$ cat src/rtl/csm_pkg.sv
package csm_pkg;

    typedef enum logic [1:0] {
        ST_IDLE  = 2'd0,
        ST_SCAN  = 2'd1,
        ST_SPARE = 2'd2,
        ST_DONE  = 2'd3
    } csm_state_e;

endpackage

$ cat src/rtl/csm_entry_cmp.sv
module csm_entry_cmp #(
    parameter int REG_W = 32
) (
    input  logic [REG_W-1:0] addr_sh,
    input  logic [REG_W-1:0] base,
    input  logic [REG_W-1:0] mask,
    input  logic [REG_W-1:0] reg_mask,
    output logic             hit,
    output logic             spare_flag
);

    logic [REG_W-1:0] care;
    logic [REG_W-1:0] diff;

    always_comb begin
        care       = reg_mask & ~(mask & reg_mask);
        diff       = (addr_sh & reg_mask) ^ (base & reg_mask);
        hit        = base[0] && ((diff & care) == '0);
        spare_flag = base[1];
    end

endmodule

$ cat src/rtl/csm_spare_sel.sv
module csm_spare_sel #(
    parameter int NUM_CH = 2,
    parameter int SPC_W  = 32,
    parameter int CS_W   = 3
) (
    input  logic [SPC_W-1:0]          spare_ctl,
    input  logic [$clog2(NUM_CH)-1:0] chan,
    output logic                      swap_done,
    output logic [CS_W-1:0]           bad_cs
);

    logic            swp [NUM_CH];
    logic [CS_W-1:0] bad [NUM_CH];
    logic            unused_spc;

    for (genvar c = 0; c < NUM_CH; c++) begin : g_ch
        assign swp[c] = spare_ctl[1 + 2*c];
        assign bad[c] = spare_ctl[4 + 4*c +: CS_W];
    end

    assign unused_spc = ^spare_ctl;
    assign swap_done  = swp[chan];
    assign bad_cs     = bad[chan];

endmodule

$ cat src/rtl/csm_rank_match.sv
module csm_rank_match
    import csm_pkg::*;
#(
    parameter int ADDR_W    = 40,
    parameter int REG_W     = 32,
    parameter int CMP_SHIFT = 8,
    parameter int NUM_CS    = 8,
    parameter int NUM_CTRL  = 2,
    parameter int SPC_W     = 32,
    parameter int CH_W      = $clog2(NUM_CTRL),
    parameter int CS_W      = $clog2(NUM_CS),
    parameter int MSK_N     = NUM_CS / 2
) (
    input  logic                            clk,
    input  logic                            rst_n,
    input  logic                            start,
    input  logic [ADDR_W-1:0]               chan_addr,
    input  logic [CH_W-1:0]                 chan_sel,
    input  logic                            ganged,
    input  logic [REG_W-1:0]                reg_mask,
    input  logic [NUM_CTRL*NUM_CS*REG_W-1:0] base_tbl,
    input  logic [NUM_CTRL*MSK_N*REG_W-1:0]  mask_tbl,
    input  logic [SPC_W-1:0]                spare_ctl,
    output logic                            done,
    output logic                            found,
    output logic [CS_W-1:0]                 cs,
    output logic [CS_W-2:0]                 dimm
);

    localparam logic [CS_W-1:0] LAST = CS_W'(NUM_CS - 1);

    csm_state_e       st, st_nxt;
    logic [REG_W-1:0] addr_q;
    logic [CH_W-1:0]  ctl_q;
    logic [CH_W-1:0]  ch_q;
    logic [CS_W-1:0]  idx_q;
    logic             unused_addr_lo;

    logic [REG_W-1:0] base_arr [NUM_CTRL][NUM_CS];
    logic [REG_W-1:0] mask_arr [NUM_CTRL][MSK_N];

    for (genvar c = 0; c < NUM_CTRL; c++) begin : g_ctl
        for (genvar e = 0; e < NUM_CS; e++) begin : g_base
            assign base_arr[c][e] = base_tbl[(c*NUM_CS + e)*REG_W +: REG_W];
        end
        for (genvar m = 0; m < MSK_N; m++) begin : g_mask
            assign mask_arr[c][m] = mask_tbl[(c*MSK_N + m)*REG_W +: REG_W];
        end
    end

    assign unused_addr_lo = ^chan_addr[CMP_SHIFT-1:0];

    logic [REG_W-1:0] cur_base, cur_mask;
    logic             hit, spare_flag;
    logic             swap_done;
    logic [CS_W-1:0]  bad_cs;
    logic             redirect;

    assign cur_base = base_arr[ctl_q][idx_q];
    assign cur_mask = mask_arr[ctl_q][idx_q[CS_W-1:1]];

    csm_entry_cmp #(.REG_W(REG_W)) u_cmp (
        .addr_sh   (addr_q),
        .base      (cur_base),
        .mask      (cur_mask),
        .reg_mask  (reg_mask),
        .hit       (hit),
        .spare_flag(spare_flag)
    );

    csm_spare_sel #(.NUM_CH(NUM_CTRL), .SPC_W(SPC_W), .CS_W(CS_W)) u_spare (
        .spare_ctl(spare_ctl),
        .chan     (ch_q),
        .swap_done(swap_done),
        .bad_cs   (bad_cs)
    );

    assign redirect = swap_done && (idx_q == bad_cs);

    // next-state decode
    always_comb begin
        st_nxt = st;
        unique case (st)
            ST_IDLE:  if (start) st_nxt = ST_SCAN;
            ST_SCAN: begin
                if (hit)                 st_nxt = redirect ? ST_SPARE : ST_DONE;
                else if (idx_q == LAST)  st_nxt = ST_DONE;
            end
            ST_SPARE: if (spare_flag || idx_q == LAST) st_nxt = ST_DONE;
            ST_DONE:  st_nxt = ST_IDLE;
            default:  st_nxt = ST_IDLE;
        endcase
    end

    // state register and search context
    always_ff @(posedge clk or negedge rst_n) begin
        if (!rst_n) begin
            st     <= ST_IDLE;
            addr_q <= '0;
            ctl_q  <= '0;
            ch_q   <= '0;
            idx_q  <= '0;
        end else begin
            st <= st_nxt;
            unique case (st)
                ST_IDLE: if (start) begin
                    addr_q <= chan_addr[CMP_SHIFT +: REG_W];
                    ctl_q  <= ganged ? '0 : chan_sel;
                    ch_q   <= chan_sel;
                    idx_q  <= '0;
                end
                ST_SCAN:  idx_q <= (hit && redirect) ? '0 : idx_q + 1'b1;
                ST_SPARE: idx_q <= idx_q + 1'b1;
                default:  idx_q <= idx_q;
            endcase
        end
    end

    // outputs
    always_ff @(posedge clk or negedge rst_n) begin
        if (!rst_n) begin
            done  <= 1'b0;
            found <= 1'b0;
            cs    <= '0;
        end else begin
            done <= (st_nxt == ST_DONE);
            if (st == ST_SCAN) begin
                if (hit) begin
                    found <= 1'b1;
                    cs    <= idx_q;
                end else if (idx_q == LAST) begin
                    found <= 1'b0;
                    cs    <= '0;
                end
            end else if (st == ST_SPARE && spare_flag) begin
                cs <= idx_q;
            end
        end
    end

    assign dimm = cs[CS_W-1:1];

    AST_DONE_PULSE: assert property (@(posedge clk) disable iff (!rst_n)
        done |=> !done);
    AST_START_ACCEPT: assert property (@(posedge clk) disable iff (!rst_n)
        (st == ST_IDLE && start) |=> (st == ST_SCAN));
    AST_NO_SILENT_EXIT: assert property (@(posedge clk) disable iff (!rst_n)
        (st == ST_SCAN || st == ST_SPARE) |=> (st != ST_IDLE));
    AST_MISS_REPORT: assert property (@(posedge clk) disable iff (!rst_n)
        (st == ST_SCAN && !hit && idx_q == LAST) |=> (done && !found));
    AST_SPARE_PICK: assert property (@(posedge clk) disable iff (!rst_n)
        (st == ST_SPARE && spare_flag) |=> (done && found && cs == $past(idx_q)));
    AST_IDLE_HOLD: assert property (@(posedge clk) disable iff (!rst_n)
        (st == ST_IDLE && !start) |=> ($stable(found) && $stable(cs)));

endmodule

$ cat config.mk
export PLATFORM = sky130hd
export DESIGN_NAME = csm_rank_match
export DESIGN_NICKNAME = d
export VERILOG_FILES = /design/src/rtl/csm_pkg.sv /design/src/rtl/csm_entry_cmp.sv /design/src/rtl/csm_spare_sel.sv /design/src/rtl/csm_rank_match.sv
export SDC_FILE = /design/constraint.sdc
export NUM_CORES = 1
export LEC_CHECK = 0
export ABC_CLOCK_PERIOD_IN_PS = 3400
export BUFFER_PORTS_ARGS = -buffer_cell sky130_fd_sc_hd__buf_2
export CORE_AREA = 5 5 339 341
export CTS_BUF_LIST = sky130_fd_sc_hd__clkbuf_8
export DETAILED_ROUTE_END_ITERATION = 7
export DIE_AREA = 0 0 344 346
export PLACE_DENSITY = 0.3
export SLEW_MARGIN = 20
export SYNTH_ARGS = -nofsm -noshare
export SYNTH_HDL_FRONTEND = slang
export SYNTH_SLANG_ARGS = --single-unit
$ cat constraint.sdc
create_clock -name clk -period 3.4 [get_ports clk]
set_input_delay 0.34 -clock clk [delete_from_list [all_inputs] [get_ports clk]]
set_output_delay 0.34 -clock clk [all_outputs]
set_load 0.01 [all_outputs]
==> run summary <==
Critical Path Source Type: flop
Clk network pwr share: 4.9%
Core Box Area: 112,000 um^2
CTS sink cnt: 44
Peak supply drop: 0.000218 V
Post-Syn Nets: 1,496
Number of synthesized register bits: 44
Hold Path Class: primary input to async pin
H-tree Lvls: 2
GRT Residual Overflow: 0
First-pass GRT wire length: 105,000 um
DP HPWL: 74,400 um
Layout cell share with drive strength beyond 1: 82.6%
Via density per instance: 3.43
CP most frequent cell: buf_12
Post-synthesis cell count: 613
Crit path cell chain: buf_12, buf_12, bufbuf_16, mux4_2, a22oi_2, a21oi_2, o211a_1, a2111oi_4, buf_4, nand4_1, buf_12, o31ai_4, nand2b_1, a32o_1
Static Leak: 6.91 nW
Commonest non-fill, non-tap cells in the layout: buf_2 (850), mux4_2 (195), buf_4 (101)
Area grow syn2layout: 91.1%
Logic gate share of total power: 85.3%
Synth unique cells: 54
Final nets: 2,425
Final Cycle Share: 114%
Die X: 344 um
Clock Skews: 9.23 ps
Root Driver: clkbuf_8
Ranking of synthesized cells by area: mux4_2 (53%), dfrtp_1 (13%), mux2_2 (4.5%), a22oi_1 (3.9%), mux2i_1 (3.8%)
Reg2Reg Setup Slack: -470 ps
Sequential area share after synthesis: 13.2%
Maximum clock path buffer count: 2
Critical Path RT: 3660 ps
Final Non-Filler Cells: 3,055
Filler Cells Inserted: 12,700
DR DRC count: 0
RR Startpoint: ctl_q
Status: finished, violations left
Slew Limit Fails: 0
Final wirelength: 82,000 um
IO buf count: 851
Pwr dens: 669 nW/um^2
Number of CTS-inserted buffers: 5
Failing checks: negative setup slack
Crit Path Class: flop to flop
First DRT Iteration DRCs: 450
Number of flops mapped to enable cells by yosys: 0
First drt pass iteration count: 4
Syn avg cell area: 13.6 um^2
Fin crit period: 3870 ps
Part of the power in registers: 9.8%
Gr usage total: 13.0%
Post-synth top area cell: mux4_2
Critical path capture point type: flop
Fmax: 0.258 GHz
Vias in the first global route: 12,100
Clock Latency Late Sink: 370 ps
Critical Path Source: ctl_q
Via count: 10,500
Internal Pwr Total: 0.00572 W
Initial Utilization: 7.46%
Top-Level Pins: 884
Slew headroom: 36.4%
Initial antenna violation count: 56
Chip height: 346 um
Final setup fails: 10
Hold Slack: 29.8 ps
Die area: 119,000 um^2
WL/cell: 26.8 um
NetSw: 0.00491 W
Final setup margin: -475 ps
Reg-to-reg endpoint: idx_q[2]
Clk pin slew, worst setup/hold paths: 120 ps
Placed cell count: 3,028
Fin. Hold Viols: 0
Ys Warns: 0
MaxCap Viol Count: 0
Cell Rows: 123
Commonest non-fill, non-tap cell in the layout: buf_2
GPL Wtd Cong: 0.921
Post-synthesis async set-or-reset flop share: 100%
Worst path slowest cell: dfrtp_4
CTS tree: done
Cell family with most CP delay: compound AO/OA/AOI/OAI gates
Share of the synthesized area in the top cell type: 52.8%
RSZ-0062 raised after global routing: true
Largest net degree at the start of global routing: 45
Synth Cell Area: 8320 um^2
Critical path's largest stage delay: 520 ps
Ys flop type: dfrtp_1
Sw Ratio: 46.2%
Crit-path max FO: 11
Critical Path AT: 4130 ps
Detail Route Antenna Nets: 0
Least-Margin Pin Slew: 944 ps
Number of cells on the worst reg-to-reg path: 14
CP bufs+invs: 5
logic make-up after synthesis:
logic type               Yosys count  synth area share (%)
AO/OA/AOI/OAI                    126                  12.1
multiplexers                     260                  61.1
XOR/XNOR                          14                  1.47
flip-flops                        44                  13.2
buffers and inverters             75                  5.64
adder cells (fa/ha/maj)            6                 0.902
AND/OR/NAND/NOR                   88                  5.52
synthesized netlist by cell type (2+ instances only):
| cell type | n |
|---|---|
| buf_12 | 3 |
| a211oi_1 | 3 |
| nor2b_1 | 6 |
| ha_1 | 6 |
| inv_1 | 7 |
| a32o_1 | 5 |
| and2_1 | 4 |
| buf_6 | 8 |
| nand2b_1 | 7 |
| o21ai_0 | 4 |
| o211ai_1 | 2 |
| buf_1 | 8 |
| a21oi_1 | 19 |
| and2_0 | 3 |
| mux2i_1 | 32 |
| mux4_2 | 195 |
| and3_1 | 11 |
| a22o_1 | 9 |
| a2111oi_4 | 2 |
| a221oi_1 | 2 |
| o22ai_1 | 5 |
| a221oi_2 | 3 |
| dfrtp_1 | 44 |
| nand2_1 | 33 |
| xor2_1 | 8 |
| a21o_1 | 9 |
| nor2_1 | 4 |
| mux2_2 | 33 |
| buf_4 | 16 |
| nand3_1 | 11 |
| a22oi_1 | 43 |
| clkbuf_1 | 17 |
| o211a_1 | 7 |
| or3_1 | 2 |
| a2111oi_0 | 4 |
| buf_2 | 15 |
| xnor2_1 | 6 |
stage by stage:
step | instance area (um^2) | TNS [ps] | setup WS [ps] | util [%] | power [W]
floorplan | 8320 | 0 | 185 | - | 0.00569
global placement | 15400 | -8220 | -951 | 13.8 | 0.00992
detailed placement | 15400 | -7690 | -895 | 13.8 | 0.00992
CTS | 15800 | -5430 | -652 | 14.1 | 0.0109
global route | 15900 | -5380 | -631 | 14.2 | 0.0115
finish | 15900 | -3780 | -475 | 14.3 | 0.0106
flip-flops by register name (all words and copies together) (netlist names):
name and cells:
st 2, ctl_q 1, done 1, found 1, addr_q 32, idx_q 3
cs 3, ch_q 1
worst reg2reg max path: stages, from the launching register on:
cell	delay, ps
dfrtp_4	520
buf_12	160
buf_12	130
bufbuf_16	290
mux4_2	440
a22oi_2	230
a21oi_2	90
o211a_1	250
a2111oi_4	270
buf_4	180
nand4_1	320
buf_12	270
o31ai_4	250
nand2b_1	140
a32o_1	240
worst max-delay path by stage:
stage / cells past startpoint / endpoint / slack [ps]
final: 14 / idx_q[2] / -470
after global routing: 13 / idx_q[2] / -630
after CTS: 13 / idx_q[1] / -650
after detailed placement: 12 / idx_q[1] / -900
after global placement: 13 / idx_q[2] / -950
after floorplan: 12 / idx_q[2] / 180
repair_timing:
action / CTS / global route
pin swaps: 8 / 11
hold buffers: 0 / 0
resized for setup: 31 / 19
setup buffers: 5 / 1
gates cloned: 1 / 0
setup endpoints to repair: 10 / 10
routing by layer:
| metal | wire, um | part of all wire [%] | vias to the layer above | track usage (%) |
|---|---|---|---|---|
| met5 | 85 | 0.10 | - | 0 |
| met4 | 1080 | 1.3 | 14 | 1.63 |
| met3 | 5320 | 6.5 | 84 | 2.49 |
| met2 | 40900 | 50 | 577 | 23.6 |
| met1 | 34600 | 42 | 5218 | 16.4 |
| li1 | - | - | 4573 | - |
power by group through the flow:
stage	Clock [W]	Sequential, W	Combinational, W
floorplan	0	0.000912	0.00478
global placement	0	0.00105	0.00887
detailed placement	0	0.00105	0.00887
CTS	0.000586	0.00105	0.00932
global route	0.000579	0.00108	0.00984
finish	0.000526	0.00104	0.00907
cell type report:
type	instances	area, um^2	share of cell area (%)
Inverter	8	30.0	0.189
Tap cell	1500	1880	11.8
Multi-Input combinational cell	494	7000	44.0
Sequential cell	44	1110	7.00
Clock inverter	2	38.8	0.244
Timing Repair Buffer	989	5740	36.1
Clock buffer	6	82.6	0.519
Antenna cell	12	30.0	0.189
No activity file was read; power rests on OpenSTA's default activity.
